<file path="src/rtl/smb_cfg_pkg.sv">
package smb_cfg_pkg;
  localparam int BYTE_W = 8;

  localparam logic [7:0] IDX_CTRL   = 8'd0;
  localparam logic [7:0] IDX_OEN    = 8'd1;
  localparam logic [7:0] IDX_STOPEN = 8'd2;
  localparam logic [7:0] IDX_PINS   = 8'd3;
  localparam logic [7:0] IDX_REVVEN = 8'd4;
  localparam logic [7:0] IDX_DEVID  = 8'd5;
  localparam logic [7:0] IDX_COUNT  = 8'd6;

  localparam logic [7:0] GATE_MASK   = 8'h66;
  localparam logic [7:0] OEN_RESET   = 8'h66;
  localparam logic [7:0] COUNT_RESET = 8'h07;
  localparam logic [7:0] REVVEN_VAL  = 8'h81;
  localparam logic [7:0] DEVID_VAL   = 8'h08;

  typedef enum logic [3:0] {
    ST_IDLE, ST_ADDR, ST_ADDR_ACK, ST_INDEX, ST_INDEX_ACK,
    ST_COUNT, ST_COUNT_ACK, ST_WDATA, ST_WDATA_ACK, ST_TX, ST_TX_ACK
  } link_state_e;

  // Control register update: strap bits only move while software select is set.
  function automatic logic [7:0] ctrl_merge(input logic [7:0] cur, input logic [7:0] wdat);
    ctrl_merge = cur[2] ? wdat : {cur[7:3], wdat[2:0]};
  endfunction

  // Acknowledge slot that follows each receive state.
  function automatic link_state_e ack_slot(input link_state_e s);
    case (s)
      ST_ADDR:  ack_slot = ST_ADDR_ACK;
      ST_INDEX: ack_slot = ST_INDEX_ACK;
      ST_COUNT: ack_slot = ST_COUNT_ACK;
      default:  ack_slot = ST_WDATA_ACK;
    endcase
  endfunction
endpackage

</file>
<file path="src/rtl/smb_line_sync.sv">
module smb_line_sync #(
  parameter int STAGES = 2
) (
  input  logic clk,
  input  logic rst_n,
  input  logic scl_i,
  input  logic sda_i,
  output logic sda_s,
  output logic ev_start,
  output logic ev_stop,
  output logic ev_rise,
  output logic ev_fall
);
  logic [STAGES-1:0] scl_ff, sda_ff;
  logic scl_d, sda_d, scl_s;

  always_ff @(posedge clk or negedge rst_n) begin
    if (!rst_n) begin
      scl_ff <= '1;
      sda_ff <= '1;
      scl_d  <= 1'b1;
      sda_d  <= 1'b1;
    end else begin
      scl_ff <= {scl_ff[STAGES-2:0], scl_i};
      sda_ff <= {sda_ff[STAGES-2:0], sda_i};
      scl_d  <= scl_s;
      sda_d  <= sda_s;
    end
  end

  assign scl_s    = scl_ff[STAGES-1];
  assign sda_s    = sda_ff[STAGES-1];
  assign ev_start = scl_s & scl_d & sda_d & ~sda_s;
  assign ev_stop  = scl_s & scl_d & ~sda_d & sda_s;
  assign ev_rise  = scl_s & ~scl_d;
  assign ev_fall  = ~scl_s & scl_d;
endmodule

</file>
<file path="src/rtl/smb_reg_bank.sv">
module smb_reg_bank
  import smb_cfg_pkg::*;
(
  input  logic       clk,
  input  logic       rst_n,
  input  logic [3:0] pin_fsel,
  input  logic       pin_spread,
  input  logic       wr_en,
  input  logic [7:0] wr_idx,
  input  logic [7:0] wr_data,
  input  logic [7:0] rd_idx,
  output logic [7:0] rd_data,
  output logic [7:0] ctrl_o,
  output logic [7:0] oen_o,
  output logic [7:0] stopen_o,
  output logic [7:0] count_o,
  output logic       cap_done_o
);
  logic [4:0] pins_q;
  logic       cap_done;

  always_ff @(posedge clk or negedge rst_n) begin
    if (!rst_n) begin
      ctrl_o   <= 8'h00;
      oen_o    <= OEN_RESET;
      stopen_o <= 8'h00;
      count_o  <= COUNT_RESET;
      pins_q   <= 5'd0;
      cap_done <= 1'b0;
    end else begin
      pins_q <= {pin_fsel, pin_spread};
      if (!cap_done) begin
        ctrl_o[7:3] <= {pin_fsel, pin_spread};
        cap_done    <= 1'b1;
      end else if (wr_en && wr_idx == IDX_CTRL) begin
        ctrl_o <= ctrl_merge(ctrl_o, wr_data);
      end
      if (wr_en && wr_idx == IDX_OEN)    oen_o    <= wr_data & GATE_MASK;
      if (wr_en && wr_idx == IDX_STOPEN) stopen_o <= wr_data & GATE_MASK;
      if (wr_en && wr_idx == IDX_COUNT)  count_o  <= wr_data;
    end
  end

  assign cap_done_o = cap_done;

  always_comb begin
    case (rd_idx)
      IDX_CTRL:   rd_data = ctrl_o;
      IDX_OEN:    rd_data = oen_o;
      IDX_STOPEN: rd_data = stopen_o;
      IDX_PINS:   rd_data = {pins_q, 3'b000};
      IDX_REVVEN: rd_data = REVVEN_VAL;
      IDX_DEVID:  rd_data = DEVID_VAL;
      IDX_COUNT:  rd_data = count_o;
      default:    rd_data = 8'h00;
    endcase
  end
endmodule

</file>
<file path="src/rtl/smb_link_fsm.sv">
module smb_link_fsm
  import smb_cfg_pkg::*;
#(
  parameter logic [6:0] DEV_ADDR = 7'h6E
) (
  input  logic       clk,
  input  logic       rst_n,
  input  logic       sda_s,
  input  logic       ev_start,
  input  logic       ev_stop,
  input  logic       ev_rise,
  input  logic       ev_fall,
  input  logic [7:0] rd_data,
  input  logic [7:0] count_val,
  output logic [7:0] rd_idx,
  output logic       wr_en,
  output logic [7:0] wr_idx,
  output logic [7:0] wr_data,
  output logic       sda_drive
);
  localparam logic [7:0] ADDR_WR = {DEV_ADDR, 1'b0};
  localparam logic [7:0] ADDR_RD = {DEV_ADDR, 1'b1};

  link_state_e state;
  logic [3:0]  bit_cnt;
  logic [7:0]  sh, idx, wleft, rleft;
  logic        is_read, ack_given, host_ack, rx_ack, rx_state;

  assign rd_idx   = idx;
  assign rx_state = (state == ST_ADDR) || (state == ST_INDEX) ||
                    (state == ST_COUNT) || (state == ST_WDATA);

  always_comb begin
    case (state)
      ST_ADDR:  rx_ack = (sh == ADDR_WR) || (sh == ADDR_RD);
      ST_WDATA: rx_ack = (wleft != 8'd0);
      default:  rx_ack = 1'b1;
    endcase
  end

  always_ff @(posedge clk or negedge rst_n) begin
    if (!rst_n) begin
      state <= ST_IDLE; bit_cnt <= 4'd0; sh <= 8'h00; idx <= 8'h00;
      wleft <= 8'h00; rleft <= 8'h00; is_read <= 1'b0; ack_given <= 1'b0;
      host_ack <= 1'b0; wr_en <= 1'b0; wr_idx <= 8'h00; wr_data <= 8'h00;
      sda_drive <= 1'b0;
    end else begin
      wr_en <= 1'b0;
      if (ev_stop) begin
        state <= ST_IDLE;
        sda_drive <= 1'b0;
      end else if (ev_start) begin
        state <= ST_ADDR;
        bit_cnt <= 4'd0;
        sda_drive <= 1'b0;
      end else if (rx_state) begin
        if (ev_rise) begin
          sh <= {sh[6:0], sda_s};
          bit_cnt <= bit_cnt + 4'd1;
        end else if (ev_fall && bit_cnt == 4'd8) begin
          case (state)
            ST_ADDR:  is_read <= (sh == ADDR_RD);
            ST_INDEX: idx <= sh;
            ST_COUNT: wleft <= sh;
            default: if (rx_ack) begin
              wr_en <= 1'b1; wr_idx <= idx; wr_data <= sh;
              idx <= idx + 8'd1; wleft <= wleft - 8'd1;
            end
          endcase
          ack_given <= rx_ack;
          sda_drive <= rx_ack;
          state <= ack_slot(state);
        end
      end else begin
        case (state)
          ST_ADDR_ACK, ST_INDEX_ACK, ST_COUNT_ACK, ST_WDATA_ACK: if (ev_fall) begin
            sda_drive <= 1'b0;
            bit_cnt <= 4'd0;
            if (!ack_given) state <= ST_IDLE;
            else if (state == ST_ADDR_ACK && is_read) begin
              sh <= count_val; rleft <= count_val;
              sda_drive <= ~count_val[7];
              state <= ST_TX;
            end else if (state == ST_ADDR_ACK)  state <= ST_INDEX;
            else if (state == ST_INDEX_ACK)     state <= ST_COUNT;
            else                                state <= ST_WDATA;
          end
          ST_TX: begin
            if (ev_rise) bit_cnt <= bit_cnt + 4'd1;
            else if (ev_fall) begin
              if (bit_cnt == 4'd8) begin
                sda_drive <= 1'b0;
                state <= ST_TX_ACK;
              end else begin
                sh <= {sh[6:0], 1'b1};
                sda_drive <= ~sh[6];
              end
            end
          end
          ST_TX_ACK: begin
            if (ev_rise) host_ack <= ~sda_s;
            else if (ev_fall) begin
              bit_cnt <= 4'd0;
              if (!host_ack) state <= ST_IDLE;
              else begin
                state <= ST_TX;
                if (rleft != 8'd0) begin
                  sh <= rd_data; sda_drive <= ~rd_data[7];
                  idx <= idx + 8'd1; rleft <= rleft - 8'd1;
                end else begin
                  sh <= 8'hFF; sda_drive <= 1'b0;
                end
              end
            end
          end
          default: ;
        endcase
      end
    end
  end
endmodule

</file>
<file path="src/rtl/smb_cfg_target.sv">
module smb_cfg_target
  import smb_cfg_pkg::*;
#(
  parameter int         SYNC_STAGES = 2,
  parameter logic [6:0] DEV_ADDR    = 7'h6E
) (
  input  logic       clk,
  input  logic       rst_n,
  input  logic       scl_i,
  input  logic       sda_i,
  output logic       sda_oe,
  output logic       sda_o,
  input  logic [3:0] pin_fsel,
  input  logic       pin_spread,
  output logic [7:0] cfg_ctrl_o,
  output logic [7:0] cfg_oen_o,
  output logic [7:0] cfg_stopen_o
);
  logic       sda_s, ev_start, ev_stop, ev_scl_rise, ev_scl_fall;
  logic       wr_en, cap_done, sda_drive;
  logic [7:0] wr_idx, wr_data, rd_idx, rd_data, count_val;

  smb_line_sync #(.STAGES(SYNC_STAGES)) u_sync (
    .clk(clk), .rst_n(rst_n), .scl_i(scl_i), .sda_i(sda_i), .sda_s(sda_s),
    .ev_start(ev_start), .ev_stop(ev_stop), .ev_rise(ev_scl_rise), .ev_fall(ev_scl_fall)
  );

  smb_link_fsm #(.DEV_ADDR(DEV_ADDR)) u_fsm (
    .clk(clk), .rst_n(rst_n), .sda_s(sda_s), .ev_start(ev_start), .ev_stop(ev_stop),
    .ev_rise(ev_scl_rise), .ev_fall(ev_scl_fall), .rd_data(rd_data), .count_val(count_val),
    .rd_idx(rd_idx), .wr_en(wr_en), .wr_idx(wr_idx), .wr_data(wr_data), .sda_drive(sda_drive)
  );

  smb_reg_bank u_bank (
    .clk(clk), .rst_n(rst_n), .pin_fsel(pin_fsel), .pin_spread(pin_spread),
    .wr_en(wr_en), .wr_idx(wr_idx), .wr_data(wr_data), .rd_idx(rd_idx), .rd_data(rd_data),
    .ctrl_o(cfg_ctrl_o), .oen_o(cfg_oen_o), .stopen_o(cfg_stopen_o),
    .count_o(count_val), .cap_done_o(cap_done)
  );

  assign sda_oe = sda_drive;
  assign sda_o  = 1'b0;
endmodule

</file>
<file path="config.mk">
export PLATFORM = sky130hd
export DESIGN_NAME = smb_cfg_target
export DESIGN_NICKNAME = d
export VERILOG_FILES = /design/src/rtl/smb_cfg_pkg.sv /design/src/rtl/smb_line_sync.sv /design/src/rtl/smb_reg_bank.sv /design/src/rtl/smb_link_fsm.sv /design/src/rtl/smb_cfg_target.sv
export SDC_FILE = /design/constraint.sdc
export NUM_CORES = 1
export LEC_CHECK = 0
export CELL_PAD_IN_SITES_DETAIL_PLACEMENT = 0
export CELL_PAD_IN_SITES_GLOBAL_PLACEMENT = 1
export CORE_MARGIN = 10
export CORE_UTILIZATION = 39
export DETAILED_ROUTE_END_ITERATION = 6
export GPL_ROUTABILITY_DRIVEN = 0
export PLACE_DENSITY = 0.77
export SLEW_MARGIN = 20
export SYNTH_ARGS = -nofsm -noshare
export SYNTH_HDL_FRONTEND = slang
export SYNTH_SLANG_ARGS = --single-unit
export TNS_END_PERCENT = 10
</file>
<file path="constraint.sdc">
create_clock -name clk -period 2.7 [get_ports clk]
set_input_delay 0.405 -clock clk [delete_from_list [all_inputs] [get_ports clk]]
set_output_delay 0.405 -clock clk [all_outputs]
set_load 0.05 [all_outputs]
</file>
==> results of run 1 <==
-- kinds of logic after synthesis --
logic type | synth area share, %
simple gates | 17.8
compound gates | 19.1
flops | 43.7
buf+inv | 5.63
mux | 11.0
fa+ha+maj | 2.01
xor+xnor | 0.626
other cells | 0.134
-- timing repair --
item,CTS,global route
resized for setup,0,0
hold endpoints to repair,18,0
hold buffers,1,0
-- per-stage QoR --
| step | instance area [um2] | setup WS (ns) |
|---|---|---|
| floorplan | 5630 | 0.303 |
| global placement | 6140 | 0.279 |
| detailed placement | 6140 | 0.225 |
| CTS | 6430 | 0.210 |
| global route | 6430 | 0.00976 |
| finish | 6430 | 0.217 |
-- report_power, final --
| group | switching, mW | internal, mW | total (mW) |
|---|---|---|---|
| combinational | 0.633 | 0.439 | 1.07 |
| clock | 0.607 | 0.643 | 1.25 |
| sequential | 0.204 | 1.57 | 1.78 |
-- synth_stat cells (10+ instances only) --
| cell | count | area share (%) |
|---|---|---|
| clkbuf_1 | 20 | 1.3 |
| nand2_1 | 35 | 2.3 |
| a21oi_1 | 36 | 3.2 |
| o21ai_0 | 41 | 3.7 |
| dfrtp_1 | 84 | 38 |
| mux2_2 | 35 | 7.0 |
| nor3_1 | 16 | 1.4 |
| dfstp_2 | 13 | 6.1 |
| nand2b_1 | 10 | 1.1 |
| a31oi_1 | 10 | 1.1 |
| buf_2 | 10 | 0.89 |
| inv_1 | 22 | 1.5 |
| nor2_1 | 41 | 2.8 |
| nand3_1 | 15 | 1.3 |
| mux2i_1 | 10 | 1.8 |
-- final timing paths --
| path | startpoint | end | cells past startpoint |
|---|---|---|---|
| setup / recovery | u_fsm.wleft[0]$_DFFE_PN0P_ | u_fsm.wr_data[4]$_DFFE_PN0P_ | 7 |
| hold reg to reg | u_sync.sda_ff[0]$_DFF_PN1_ | u_sync.sda_ff[1]$_DFF_PN1_ | 0 |
| hold / removal | u_sync.sda_ff[0]$_DFF_PN1_ | u_sync.sda_ff[1]$_DFF_PN1_ | 0 |
| min in group asynchronous | rst_n | u_fsm.rleft[7]$_DFFE_PN0P_ | 2 |
| max in group asynchronous | rst_n | u_bank.count_o[1]$_DFFE_PN1P_ | 3 |
| setup reg to reg | u_fsm.wleft[0]$_DFFE_PN0P_ | u_fsm.wr_data[4]$_DFFE_PN0P_ | 7 |
-- state kept, by name, summed over array words and instances, names as in the netlist, 2 cells and up --
signal,cells
u_fsm.wr_data,8
u_bank.count_o,8
u_fsm.state,4
u_fsm.sh,8
u_fsm.rleft,8
u_bank.oen_o,4
u_fsm.rd_idx,8
u_fsm.bit_cnt,4
u_fsm.wleft,8
u_bank.pins_q,5
u_sync.sda_ff,2
u_bank.stopen_o,4
u_sync.scl_ff,2
u_fsm.wr_idx,8
u_bank.ctrl_o,8
-- critical path, stage by stage (launching register included) --
cell and delay [ns]:
dfrtp_1 0.39, inv_1 0.10, ha_1 0.20, or4b_4 0.52, nor4_4 0.30, and4b_1 0.30
nand2_8 0.20, mux2_2 0.36
-- cell type report --
type	count	area share [%]
clock buffers	9	3.50
clock inverters	7	0.914
inverters	22	1.28
multi-input cells	414	44.5
flip-flops and latches	97	38.0
well taps	180	3.50
repair buffers	61	8.28
-- placed cells by master, fill, tap and decap left out, types with 7 or more instances in the layout --
| master | netlist | routed |
|---|---|---|
| a21oi_1 | 36 | 36 |
| nand2b_1 | 10 | 10 |
| mux2_4 | 8 | 8 |
| inv_1 | 22 | 22 |
| a31oi_1 | 10 | 10 |
| clkdlybuf4s50_1 | 0 | 24 |
| conb_1 | 2 | 10 |
| buf_4 | 9 | 35 |
| nor2_1 | 41 | 41 |
| nand3_1 | 15 | 15 |
| o21ai_0 | 41 | 41 |
| dfrtp_1 | 84 | 84 |
| dfstp_2 | 13 | 13 |
| nor3_1 | 16 | 16 |
| clkbuf_16 | 0 | 9 |
| and3_1 | 7 | 7 |
| a22oi_1 | 8 | 8 |
| nand2_1 | 35 | 35 |
| mux2i_1 | 10 | 10 |
| ha_1 | 9 | 9 |
| mux2_2 | 35 | 35 |
-- routing by layer --
metal	part of all wire [%]	wire length, um	global-route usage [%]	vias up
met4	1.4	218	4.35	0
met2	49	7330	25.1	133
met3	5.5	833	4.01	20
li1	-	-	-	2157
met1	44	6720	19.6	2267
met5	0	0	0	-
==> flow_metrics.tcl, run 1 <==
set metrics [dict create \
    die_area_um2 19500 \
    r2r_setup_slack_ns 0.22 \
    vdd_drop_max_v 0.000443 \
    htree_levels 3 \
    cap_violations 0 \
    grt_pass1_vias 4503 \
    track_usage_pct 15.4 \
    core_um2 14000 \
    synth_area_per_cell_um2 9.85 \
    syn_area_um2 5600 \
    die_y_um 140 \
    rsz0062_at_grt "false" \
    synth_edf_count 0 \
    syn_to_final_growth_pct 15.0 \
    finalSetupViolCount 0 \
    finalNonFillerCells 790 \
    ys_warn_count 0 \
    ys_types 79 \
    setup_tns_ns 0 \
    clkTransAtPathRegs_ns 0.07 \
    drive_above_1_share_pct 19.3 \
    cts-root-buf "clkbuf_16" \
    clkSinkCount 97 \
    ys.flop_type "dfrtp_1" \
    drc 0 \
    ios 35 \
    ant_nets 0 \
    grt_pass1_wl_um 24700 \
    via_count 4577 \
    cts_buffers 9 \
    nFillCells 1358 \
    status "complete, no violations" \
    cts_buffer_depth 2 \
    post_drt_wl_per_cell_um 19.1 \
    rows 43 \
    synth_seq_area_share_pct 43.7 \
    cts_tree "yes" \
    fin_crit_ns 2.48 \
    antenna_found_initial 0 \
    fin_total_pwr_mw 4.10 \
    path_class "reg2reg" \
    slew_headroom_pct 48.5 \
    vias_per_cell 5.79 \
    final_util_pct 46.0 \
    endpoint_kind "register" \
    firstDrtPassIters 5 \
    cp.arrival_ns 2.73 \
    insertion_delay_ns 0.36 \
    tightest_slew_ns 0.766 \
    powerDensity_nw_per_um2 637 \
    grt_max_degree 44 \
    port_buffers 25 \
    hold_viol_final 0 \
    crit_path_start_kind "register" \
    p_leak_nw 2.76 \
    skew_ns 0.00956 \
    max_freq_mhz 403 \
    synth-async-reset-ratio_pct 100 \
    ys_ff_latch 97 \
    drt-initial-drc-count 402 \
    ff_latch_area_um2 2440 \
    dp_cells 773 \
    post-dp-hpwl_um 10900 \
    overflow 0 \
    cts_setup_buffers 0 \
    cp_max_fo 17 \
    totalWireLength_um 15100 \
    start_util_pct 40.0 \
    crit_required_ns 2.94 \
    diodes 0 \
    finalCritPeriodShare_pct 92.0 \
    synthCells 568 \
    slew_viol_final 0 \
    hold_path_class "reg2reg" \
    hold_ws_ns 0.356 \
    multiInputGateArea_um2 2870 \
    final_nets 623 \
    die_w_um 140 \
]
Note: power is estimated with default switching activity, not from simulation.
==> inputs of run 2 (changes only) <==
--- a/config.mk
+++ b/config.mk
@@ -9,6 +9,7 @@
 export CELL_PAD_IN_SITES_GLOBAL_PLACEMENT = 1
 export CORE_MARGIN = 10
 export CORE_UTILIZATION = 39
+export CTS_CLUSTER_DIAMETER = 60
 export DETAILED_ROUTE_END_ITERATION = 6
 export GPL_ROUTABILITY_DRIVEN = 0
 export PLACE_DENSITY = 0.77
@@ -16,4 +17,4 @@
 export SYNTH_ARGS = -nofsm -noshare
 export SYNTH_HDL_FRONTEND = slang
 export SYNTH_SLANG_ARGS = --single-unit
-export TNS_END_PERCENT = 10
+export TNS_END_PERCENT = 100
==> results of run 2 <==
The final DEF is identical to that of run 1; final timing and power are the same.
